==> src/rtl/tdm_gate_pkg.sv <==
package tdm_gate_pkg;
  typedef enum logic [1:0] {
    GRP_TX_EN  = 2'd0,
    GRP_RX_EN  = 2'd1,
    GRP_TX_SEL = 2'd2,
    GRP_RX_SEL = 2'd3
  } ctl_grp_e;
endpackage

==> src/rtl/tdm_ctrl_regs.sv <==
module tdm_ctrl_regs import tdm_gate_pkg::*; #(
  parameter int SLOTS    = 32,
  parameter int W        = 8,
  parameter int AW       = 5,
  parameter int IDLE_RST = 255
) (
  input  logic             clk,
  input  logic             rst,
  input  logic             we,
  input  logic [AW-1:0]    addr,
  input  logic [W-1:0]     wdata,
  output logic [W-1:0]     rdata,
  output logic [SLOTS-1:0] tx_en,
  output logic [SLOTS-1:0] rx_en,
  output logic [SLOTS-1:0] tx_sel,
  output logic [SLOTS-1:0] rx_sel,
  output logic [W-1:0]     idle
);
  localparam int NREG = SLOTS / W;
  localparam int SW   = (NREG > 1) ? $clog2(NREG) : 1;
  localparam logic [AW-1:0] NCTL_A = AW'(4 * NREG);
  localparam logic [AW-1:0] NREG_A = AW'(NREG);

  logic [SLOTS-1:0] grp_q [4];
  logic [W-1:0]     idle_q;
  logic [1:0]       grp_idx;
  logic [SW-1:0]    sub_idx;

  assign grp_idx = 2'(addr / NREG_A);
  assign sub_idx = SW'(addr % NREG_A);

  always_ff @(posedge clk) begin
    if (rst) begin
      for (int g = 0; g < 4; g++)
        grp_q[g] <= (g == int'(GRP_RX_EN)) ? '1 : '0;
      idle_q <= W'(IDLE_RST);
    end else if (we) begin
      if (addr < NCTL_A)
        grp_q[grp_idx][sub_idx*W +: W] <= wdata;
      else if (addr == NCTL_A)
        idle_q <= wdata;
    end
  end

  always_comb begin
    rdata = '0;
    if (addr < NCTL_A)
      rdata = grp_q[grp_idx][sub_idx*W +: W];
    else if (addr == NCTL_A)
      rdata = idle_q;
  end

  assign tx_en  = grp_q[GRP_TX_EN];
  assign rx_en  = grp_q[GRP_RX_EN];
  assign tx_sel = grp_q[GRP_TX_SEL];
  assign rx_sel = grp_q[GRP_RX_SEL];
  assign idle   = idle_q;
endmodule

==> src/rtl/tdm_frame_cnt.sv <==
module tdm_frame_cnt #(
  parameter int SLOTS = 32,
  parameter int W     = 8,
  localparam int BW   = $clog2(W),
  localparam int SLW  = $clog2(SLOTS)
) (
  input  logic           clk,
  input  logic           rst,
  input  logic           fsync,
  output logic [SLW-1:0] cur_slot,
  output logic [BW-1:0]  cur_bit
);
  localparam int PW = BW + SLW;

  logic [PW-1:0] cnt_q;
  logic [PW-1:0] pos;

  // sync overrides the running count in the same cycle
  assign pos = fsync ? '0 : cnt_q;

  always_ff @(posedge clk) begin
    if (rst) cnt_q <= '0;
    else     cnt_q <= pos + PW'(1);
  end

  assign cur_bit  = pos[BW-1:0];
  assign cur_slot = pos[PW-1:BW];
endmodule

==> src/rtl/tdm_tx_lane.sv <==
module tdm_tx_lane #(
  parameter int SLOTS = 32,
  parameter int W     = 8,
  localparam int BW   = $clog2(W),
  localparam int SLW  = $clog2(SLOTS)
) (
  input  logic             clk,
  input  logic             rst,
  input  logic [SLW-1:0]   cur_slot,
  input  logic [BW-1:0]    cur_bit,
  input  logic [W-1:0]     tx_byte,
  input  logic [SLOTS-1:0] en_map,
  input  logic [SLOTS-1:0] sel_map,
  output logic             a_d,
  output logic             a_oe,
  output logic             b_d,
  output logic             b_oe
);
  logic [W-1:0] sh_q;
  logic         en_q, sel_q;
  logic         first, en_now, sel_now, bit_now;

  assign first   = (cur_bit == '0);
  assign en_now  = first ? en_map[cur_slot]  : en_q;
  assign sel_now = first ? sel_map[cur_slot] : sel_q;
  assign bit_now = first ? tx_byte[W-1]      : sh_q[W-1];

  always_ff @(posedge clk) begin
    if (rst) begin
      sh_q  <= '0;
      en_q  <= 1'b0;
      sel_q <= 1'b0;
      a_d   <= 1'b0;
      a_oe  <= 1'b0;
      b_d   <= 1'b0;
      b_oe  <= 1'b0;
    end else begin
      sh_q  <= first ? (tx_byte << 1) : (sh_q << 1);
      en_q  <= en_now;
      sel_q <= sel_now;
      a_oe  <= en_now & ~sel_now;
      b_oe  <= en_now &  sel_now;
      a_d   <= en_now & ~sel_now & bit_now;
      b_d   <= en_now &  sel_now & bit_now;
    end
  end
endmodule

==> src/rtl/tdm_rx_lane.sv <==
module tdm_rx_lane #(
  parameter int SLOTS = 32,
  parameter int W     = 8,
  localparam int BW   = $clog2(W),
  localparam int SLW  = $clog2(SLOTS)
) (
  input  logic             clk,
  input  logic             rst,
  input  logic [SLW-1:0]   cur_slot,
  input  logic [BW-1:0]    cur_bit,
  input  logic             a_d,
  input  logic             b_d,
  input  logic [SLOTS-1:0] en_map,
  input  logic [SLOTS-1:0] sel_map,
  input  logic [W-1:0]     idle,
  output logic [W-1:0]     rx_byte,
  output logic [SLW-1:0]   rx_slot,
  output logic             rx_valid
);
  logic [W-1:0] acc_q, idle_q, idle_now, full;
  logic         en_q, sel_q;
  logic         first, last, en_now, sel_now, smp;

  assign first    = (cur_bit == '0);
  assign last     = (cur_bit == BW'(W - 1));
  assign en_now   = first ? en_map[cur_slot]  : en_q;
  assign sel_now  = first ? sel_map[cur_slot] : sel_q;
  assign idle_now = first ? idle              : idle_q;
  assign smp      = sel_now ? b_d : a_d;
  assign full     = {acc_q[W-2:0], smp};

  always_ff @(posedge clk) begin
    if (rst) begin
      acc_q    <= '0;
      idle_q   <= '0;
      en_q     <= 1'b0;
      sel_q    <= 1'b0;
      rx_byte  <= '0;
      rx_slot  <= '0;
      rx_valid <= 1'b0;
    end else begin
      acc_q    <= full;
      idle_q   <= idle_now;
      en_q     <= en_now;
      sel_q    <= sel_now;
      rx_valid <= last;
      if (last) begin
        rx_byte <= en_now ? full : idle_now;
        rx_slot <= cur_slot;
      end
    end
  end
endmodule

==> src/rtl/tdm_slot_gate.sv <==
module tdm_slot_gate #(
  parameter int SLOTS    = 32,
  parameter int W        = 8,
  parameter int IDLE_RST = 255,
  localparam int AW      = $clog2(4 * (SLOTS / W) + 1),
  localparam int BW      = $clog2(W),
  localparam int SLW     = $clog2(SLOTS)
) (
  input  logic           clk,
  input  logic           rst,
  input  logic           fsync,
  input  logic           reg_we,
  input  logic [AW-1:0]  reg_addr,
  input  logic [W-1:0]   reg_wdata,
  output logic [W-1:0]   reg_rdata,
  input  logic [W-1:0]   tx_byte,
  output logic           hwa_tx_d,
  output logic           hwa_tx_oe,
  output logic           hwb_tx_d,
  output logic           hwb_tx_oe,
  input  logic           hwa_rx_d,
  input  logic           hwb_rx_d,
  output logic [W-1:0]   rx_byte,
  output logic [SLW-1:0] rx_slot,
  output logic           rx_valid
);
  logic [SLOTS-1:0] tx_en_map, rx_en_map, tx_sel_map, rx_sel_map;
  logic [W-1:0]     idle_code;
  logic [SLW-1:0]   frm_slot;
  logic [BW-1:0]    frm_bit;

  tdm_ctrl_regs #(.SLOTS(SLOTS), .W(W), .AW(AW), .IDLE_RST(IDLE_RST)) regs_i (
    .clk(clk), .rst(rst), .we(reg_we), .addr(reg_addr), .wdata(reg_wdata),
    .rdata(reg_rdata), .tx_en(tx_en_map), .rx_en(rx_en_map),
    .tx_sel(tx_sel_map), .rx_sel(rx_sel_map), .idle(idle_code)
  );

  tdm_frame_cnt #(.SLOTS(SLOTS), .W(W)) cnt_i (
    .clk(clk), .rst(rst), .fsync(fsync), .cur_slot(frm_slot), .cur_bit(frm_bit)
  );

  tdm_tx_lane #(.SLOTS(SLOTS), .W(W)) tx_i (
    .clk(clk), .rst(rst), .cur_slot(frm_slot), .cur_bit(frm_bit),
    .tx_byte(tx_byte), .en_map(tx_en_map), .sel_map(tx_sel_map),
    .a_d(hwa_tx_d), .a_oe(hwa_tx_oe), .b_d(hwb_tx_d), .b_oe(hwb_tx_oe)
  );

  tdm_rx_lane #(.SLOTS(SLOTS), .W(W)) rx_i (
    .clk(clk), .rst(rst), .cur_slot(frm_slot), .cur_bit(frm_bit),
    .a_d(hwa_rx_d), .b_d(hwb_rx_d), .en_map(rx_en_map), .sel_map(rx_sel_map),
    .idle(idle_code), .rx_byte(rx_byte), .rx_slot(rx_slot), .rx_valid(rx_valid)
  );
endmodule

==> config.mk <==
export PLATFORM = sky130hd
export DESIGN_NAME = tdm_slot_gate
export DESIGN_NICKNAME = d
export VERILOG_FILES = /design/src/rtl/tdm_gate_pkg.sv /design/src/rtl/tdm_ctrl_regs.sv /design/src/rtl/tdm_frame_cnt.sv /design/src/rtl/tdm_tx_lane.sv /design/src/rtl/tdm_rx_lane.sv /design/src/rtl/tdm_slot_gate.sv
export SDC_FILE = /design/constraint.sdc
export NUM_CORES = 1
export LEC_CHECK = 0
export BUFFER_PORTS_ARGS = -buffer_cell sky130_fd_sc_hd__clkbuf_2
export CORE_MARGIN = 5
export CORE_UTILIZATION = 30
export CTS_CLUSTER_SIZE = 28
export DETAILED_ROUTE_END_ITERATION = 16
export SKIP_LAST_GASP = 1
export SLEW_MARGIN = 0
export SYNTH_ARGS = -nofsm -noshare
export SYNTH_HDL_FRONTEND = slang
export SYNTH_SLANG_ARGS = --single-unit
==> constraint.sdc <==
create_clock -name clk -period 8.18 [get_ports clk]
set_input_delay 1.636 -clock clk [delete_from_list [all_inputs] [get_ports clk]]
set_output_delay 1.636 -clock clk [all_outputs]
set_load 0.005 [all_outputs]
==> run_results.csv, run 1 <==
group,metric,value,unit
synthesis,synth_nets,886,
clock_tree,cts.repair_timing.setup_buffer_count,0,
setup_path,worst-endpoint-required,6540,ps
synthesis,synthMostInstantiatedCell,"sky130_fd_sc_hd__nand2_1",
flow_run,drv_cap,0,
sta,report.final.hold_viol_count,0,
drt,drtIter0Drc,887,
die,die-width,187,um
sta,unrepaired_setup_endpoints_after_global_routing,"no",
die,starting_density_of_the_core,0.301,
power_and_ir_drop,ir_drop,101,uV
setup_path,worst_setup_path_startpoint,"reg_addr[3]",
finish,seqCellArea,5050,um^2
clock_tree,post_cts_hold_buffer_count,0,
setup_path,cp-start-kind,"primary input",
finish,filler_cell_count,3107,
clock_tree,ctsLongestPathBuffers,2,
drt,drt-wirelength-per-cell,22.1,um
finish,syn_to_final_growth,12.5,%
synthesis,synthTopCellsByCount,"134 x sky130_fd_sc_hd__nand2_1, 128 x sky130_fd_sc_hd__edfxtp_1, 121 x sky130_fd_sc_hd__nor2_1",
clock_tree,clk_root_buffer_cell,"sky130_fd_sc_hd__clkbuf_16",
setup_path,ff2ff_setup_slack,5110,ps
synthesis,synth_top_area_frac,0.407,
clock_tree,tritoncts_num_sinks,188,
sta,max-slew-margin-rel,0.351,
die,placeableCoreArea,31300,um^2
synthesis,yosys.cell_types.count,58,
synthesis,synthesis.yosys.warnings,0,
synthesis,synth_area_leader_cell,"sky130_fd_sc_hd__edfxtp_1",
place,placement.io_buffers,52,
setup_path,crit_fanout,37,
drt,drc_violations,0,
clock_tree,cts_tree,"yes",
synthesis,syn_area_per_cell,11.1,um^2
sta,final.min_clock_period,5360,ps
drt,route.vias.total,6889,
drt,route.antenna.remaining_nets,0,
hold_path,hp-class,"register to register",
clock_tree,cts_made_buffers,17,
synthesis,synth_edf_count,128,
grt,grt_pass1_wl,42.5,mm
setup_path,cp-end-kind,"primary output",
power_and_ir_drop,comb_power_share,0.084,
sta,timing.final.crit_share,0.655,
place,post-dp-hpwl,21.4,mm
grt,overflow,0,
setup_path,timing.rr.start,"cnt_i.cnt_q[3]$_SDFF_PP0_",
power_and_ir_drop,sw_frac_of_total,0.261,
sta,clock.fmax,187,MHz
synthesis,yosys-top-cells-area,"sky130_fd_sc_hd__edfxtp_1 41%, sky130_fd_sc_hd__dfxtp_1 13%, sky130_fd_sc_hd__mux4_2 11%, sky130_fd_sc_hd__nand2_1 5.3%, sky130_fd_sc_hd__nor2_1 4.8%",
sta,worstMarginPinSlew,970,ps
power_and_ir_drop,p_total,2.12,mW
synthesis,ys_async_sr_fraction,0,
die,dieHeight,187,um
finish,insertedDiodeCount,0,
synthesis,synth-seq-cells,188,
power_and_ir_drop,share_seq_of_total_power,0.523,
place,gpl.final_weighted_congestion,1.01,
drt,drt_pass1_iterations,5,
sta,worst_clock_skew,12.0,ps
die,die_footprint,35100,um^2
power_and_ir_drop,clock_power_share,0.393,
drt,vias_per_cell,5.32,
grt,grt_max_degree,63,
setup_path,timing_worst_setup_path_type,"primary input to primary output",
setup_path,worst-r2r-cell-count,9,
grt,antenna_found_initial,1,
finish,final_nets,914,
status,outcome,"finished, final reports clean",
setup_path,endpoint,"reg_rdata[0]",
setup_path,reg2reg_to,"rx_i.rx_byte[0]$_SDFFE_PP0P_",
grt,global_route.usage.total,0.162,
drt,drt_wl_total,28.6,mm
clock_tree,cts.clk_slew.worst_paths,80,ps
finish,multiInputGateArea,3920,um^2
finish,instances_no_fill,1295,
setup_path,worstPathArrival,3720,ps
synthesis,post_synth_inst_count,852,
synthesis,yosys_most_used_dff,"sky130_fd_sc_hd__edfxtp_1",
power_and_ir_drop,static_leak,3.95,nW
sta,drv_slew,0,
sta,finalSetupViolations,0,
power_and_ir_drop,internal-power,1.57,mW
synthesis,synth_area,9430,um^2
place,dp_cells,1263,
clock_tree,h-tree-depth,4,
power_and_ir_drop,power_per_cell_area,200,nW/um^2
die,placement_rows,65,
clock_tree,cts_resized,0,
power_and_ir_drop,power_switching,0.553,mW
synthesis,yosysSeqAreaShare,0.535,
grt,first_global_vias,6721,
clock_tree,clk-insertion-delay-late,450,ps
die,io-pin-count,53,
sta,finalSetupTns,0,ps
finish,drive_gt1_frac,0.183,
-- cell type report --
type                            count  area share
Clock buffer                       18      0.0424
Clock inverter                     14      0.0138
Inverter                           56      0.0198
Multi-Input combinational cell    555       0.370
Sequential cell                   188       0.475
Tap cell                          402      0.0474
Timing Repair Buffer               62      0.0316
-- through the flow --
step | setup WS [ps] | cell area [um^2] | hold slack (ps) | utilization
finish | 2820 | 10600 | 434 | 0.339
global route | 2680 | 10600 | 453 | 0.339
CTS | 2770 | 10600 | 437 | 0.339
detailed placement | 2770 | 10000 | 425 | 0.320
global placement | 2840 | 10000 | 414 | 0.320
floorplan | 3130 | 9430 | 405 | -
-- state kept, by name (all words and copies together) (netlist names), 5 cells and up --
signal / flops
regs_i.grp_q: 128
cnt_i.cnt_q: 8
regs_i.idle: 8
rx_i.idle_q: 8
rx_i.rx_byte: 8
rx_i.acc_q: 7
tx_i.sh_q: 7
rx_i.rx_slot: 5
-- cell usage in the layout, fill, tap and decap left out, drive strengths merged, types with 5 or more instances in the layout --
cell type / count
a211o: 13
a211oi: 13
a21oi: 19
a221oi: 5
a311oi: 9
a31oi: 6
buf: 11
clkbuf: 69
clkinv: 7
dfxtp: 60
edfxtp: 128
ha: 7
inv: 63
mux2: 7
mux2i: 30
mux4: 48
nand2: 134
nand2b: 20
nand3: 7
nand4: 5
nor2: 121
nor2b: 22
nor3: 15
nor3b: 8
nor4: 5
o21ai: 15
or2: 7
-- power groups by stage --
stage                     Sequential (mW)  Clock [mW]  Combinational [mW]
after CTS                            1.11       0.848               0.178
after global routing                 1.11       0.882               0.193
after floorplan                      1.10           0               0.125
final                                1.11       0.834               0.179
after global placement               1.13           0               0.175
after detailed placement             1.13           0               0.178
-- logic make-up after synthesis --
group,after synthesis,synth area share
xor gates and xnor gates,5,0.00464
AOI/OAI and AO/OA,99,0.0756
DFF,188,0.535
buffers and inverters,109,0.0495
muxes,85,0.155
adders and majority gates,7,0.00928
and+or+nand+nor,359,0.171
-- routing by layer --
layer / global-route usage / wire length, um
met5: 0 / 13
met4: 0.0626 / 1040
met3: 0.0435 / 2680
met2: 0.252 / 13100
met1: 0.215 / 11800
-- worst max-delay path, cell delays in order --
cell	delay [ps]
sky130_fd_sc_hd__clkbuf_2	80
sky130_fd_sc_hd__buf_4	500
sky130_fd_sc_hd__mux4_2	600
sky130_fd_sc_hd__mux4_2	480
sky130_fd_sc_hd__inv_1	60
sky130_fd_sc_hd__o21ai_0	160
sky130_fd_sc_hd__clkbuf_2	170
-- worst min path at each step --
stage                                        start                        to  cells past startpoint
after global routing      rx_i.acc_q[3]$_SDFF_PP0_  rx_i.acc_q[4]$_SDFF_PP0_                      2
after detailed placement  rx_i.acc_q[3]$_SDFF_PP0_  rx_i.acc_q[4]$_SDFF_PP0_                      2
after global placement    rx_i.acc_q[3]$_SDFF_PP0_  rx_i.acc_q[4]$_SDFF_PP0_                      2
final                     rx_i.acc_q[3]$_SDFF_PP0_  rx_i.acc_q[4]$_SDFF_PP0_                      2
after CTS                 rx_i.acc_q[3]$_SDFF_PP0_  rx_i.acc_q[4]$_SDFF_PP0_                      2
after floorplan           rx_i.acc_q[3]$_SDFF_PP0_  rx_i.acc_q[4]$_SDFF_PP0_                      2
Power figures use the tool's default switching activity.
==> run 2, diff against run 1 <==
- clock period: 8.18 -> 4.5 ns (I/O delays scaled with it)
==> run_results.csv, run 2 (synthesized netlist as in run 1, its figures left out) <==
group,metric,value,unit
clock_tree,ctsLongestPathBuffers,2,
clock_tree,h-tree-depth,4,
sta,worstMarginPinSlew,956,ps
drt,drt-wirelength-per-cell,22.4,um
setup_path,cp-start-kind,"primary input",
die,placement_rows,65,
clock_tree,clk-insertion-delay-late,450,ps
sta,report.final.hold_viol_count,0,
finish,largest-register,"regs_i.grp_q",
setup_path,crit_buf_inv,4,
sta,clock.fmax,258,MHz
clock_tree,cts.repair_timing.setup_buffer_count,0,
clock_tree,cts_tree,"yes",
sta,final.min_clock_period,3880,ps
drt,route.antenna.remaining_nets,0,
grt,global_route.usage.total,0.168,
setup_path,cp-end-kind,"primary output",
drt,vias_per_cell,5.31,
drt,route.vias.total,6966,
drt,drt_pass1_iterations,5,
die,dieHeight,187,um
sta,unrepaired_setup_endpoints_after_global_routing,"no",
place,post-place-ws,616,ps
finish,final_cell_mix,"134 x sky130_fd_sc_hd__nand2_1, 128 x sky130_fd_sc_hd__edfxtp_1, 121 x sky130_fd_sc_hd__nor2_1",
sta,layout_setup_ws,624,ps
setup_path,worstPathArrival,2980,ps
sta,max-slew-margin-rel,0.360,
clock_tree,post_cts_hold_buffer_count,0,
clock_tree,tritoncts_num_sinks,188,
sta,finalSetupTns,0,ps
power_and_ir_drop,p_total,3.87,mW
clock_tree,cts_made_buffers,17,
setup_path,critical_path.top_delay_family,"multiplexers",
finish,instances_no_fill,1311,
die,starting_density_of_the_core,0.301,
finish,final_common_cell,"sky130_fd_sc_hd__nand2_1",
grt,antenna_found_initial,0,
power_and_ir_drop,power_per_cell_area,360,nW/um^2
clock_tree,cts_resized,0,
drt,drt_wl_total,29.4,mm
die,die-width,187,um
power_and_ir_drop,ir_drop,225,uV
place,dp_cells,1279,
grt,overflow,0,
finish,largest_register_ffs,128,
setup_path,crit_path_top_delay_cell,"sky130_fd_sc_hd__mux4_2",
grt,first_global_vias,6902,
setup_path,max_stage_delay,530,ps
die,placeableCoreArea,31300,um^2
die,io-pin-count,53,
sta,timing.final.crit_share,0.861,
die,die_footprint,35100,um^2
hold_path,hp-class,"register to register",
grt,grt_pass1_wl,44.1,mm
place,gpl.final_weighted_congestion,1.00,
grt,grt_max_degree,58,
finish,insertedDiodeCount,0,
clock_tree,clk_root_buffer_cell,"sky130_fd_sc_hd__clkbuf_16",
clock_tree,cts.clk_slew.worst_paths,80,ps
place,placement.io_buffers,52,
sta,worst_clock_skew,15.1,ps
sta,drv_slew,0,
drt,drtIter0Drc,704,
setup_path,worst-endpoint-required,3600,ps
finish,drive_gt1_frac,0.197,
finish,syn_to_final_growth,14.0,%
status,outcome,"finished, final reports clean",
setup_path,crit_fanout,27,
finish,final_nets,930,
power_and_ir_drop,static_leak,4.04,nW
place,post-dp-hpwl,22.4,mm
setup_path,timing_worst_setup_path_type,"primary input to primary output",
drt,drc_violations,0,
flow_run,drv_cap,0,
setup_path,timing.critical_path.cells,"clkbuf_2 -> buf_12 -> mux4_2 -> mux4_2 -> inv_1 -> o21ai_0 -> clkbuf_2",
sta,finalSetupViolations,0,
-- run 2: changes by cell type in the layout (fill, tap and decap cells not counted), sizes merged --
| cell | before | now |
|---|---|---|
| inv | 63 | 66 |
| buf | 11 | 27 |
| clkbuf | 69 | 68 |
| clkinv | 7 | 5 |
-- run 2: per-stage QoR --
step / hold WS [ps] / util / instance area, um^2
global placement: 413 / 0.325 / 10200
detailed placement: 415 / 0.325 / 10200
CTS: 427 / 0.343 / 10800
floorplan: 405 / - / 9430
global route: 460 / 0.343 / 10800
finish: 424 / 0.343 / 10800
-- run 2: layer usage --
metal / up-vias / part of all wire / track usage
met2: 361 / 0.45 / 0.262
met4: 0 / 0.063 / 0.0910
met1: 3376 / 0.40 / 0.217
met3: 93 / 0.083 / 0.0403
met5: - / 0 / 0
li1: 3136 / - / -
-- run 2: worst reg2reg max path: cells and delay by family (launching register included) --
| kind | cells | cell delay [ps] |
|---|---|---|
| simple gates | 3 | 830 |
| flops | 1 | 700 |
| compound gates | 2 | 910 |
| buf+inv | 1 | 510 |
-- run 2: layout make-up --
cell class	instances	area (um^2)
timing repair buffer	78	480
fill	3080	20600
clock inverter	15	164
inverter	56	210
multi-input combinational	555	3920
clock buffer	17	425
sequential	188	5050
tap	402	503
-- run 2: worst paths after layout --
| kind | to | cells past startpoint | from | slack, ps |
|---|---|---|---|---|
| hold reg to reg | rx_i.acc_q[4]$_SDFF_PP0_ | 2 | rx_i.acc_q[3]$_SDFF_PP0_ | 420 |
| setup reg to reg | rx_i.rx_byte[4]$_SDFFE_PP0P_ | 6 | cnt_i.cnt_q[5]$_SDFF_PP0_ | 1450 |
| setup / recovery | reg_rdata[6] | 7 | reg_addr[3] | 620 |
| hold / removal | rx_i.acc_q[4]$_SDFF_PP0_ | 2 | rx_i.acc_q[3]$_SDFF_PP0_ | 420 |
-- run 2: where the power goes --
| group | internal, mW | leakage [nW] | total, mW | switching [mW] |
|---|---|---|---|---|
| Sequential | 1.94 | 1.73 | 2.02 | 0.0812 |
| Combinational | 0.148 | 2.02 | 0.337 | 0.189 |
| Clock | 0.752 | 0.295 | 1.52 | 0.763 |
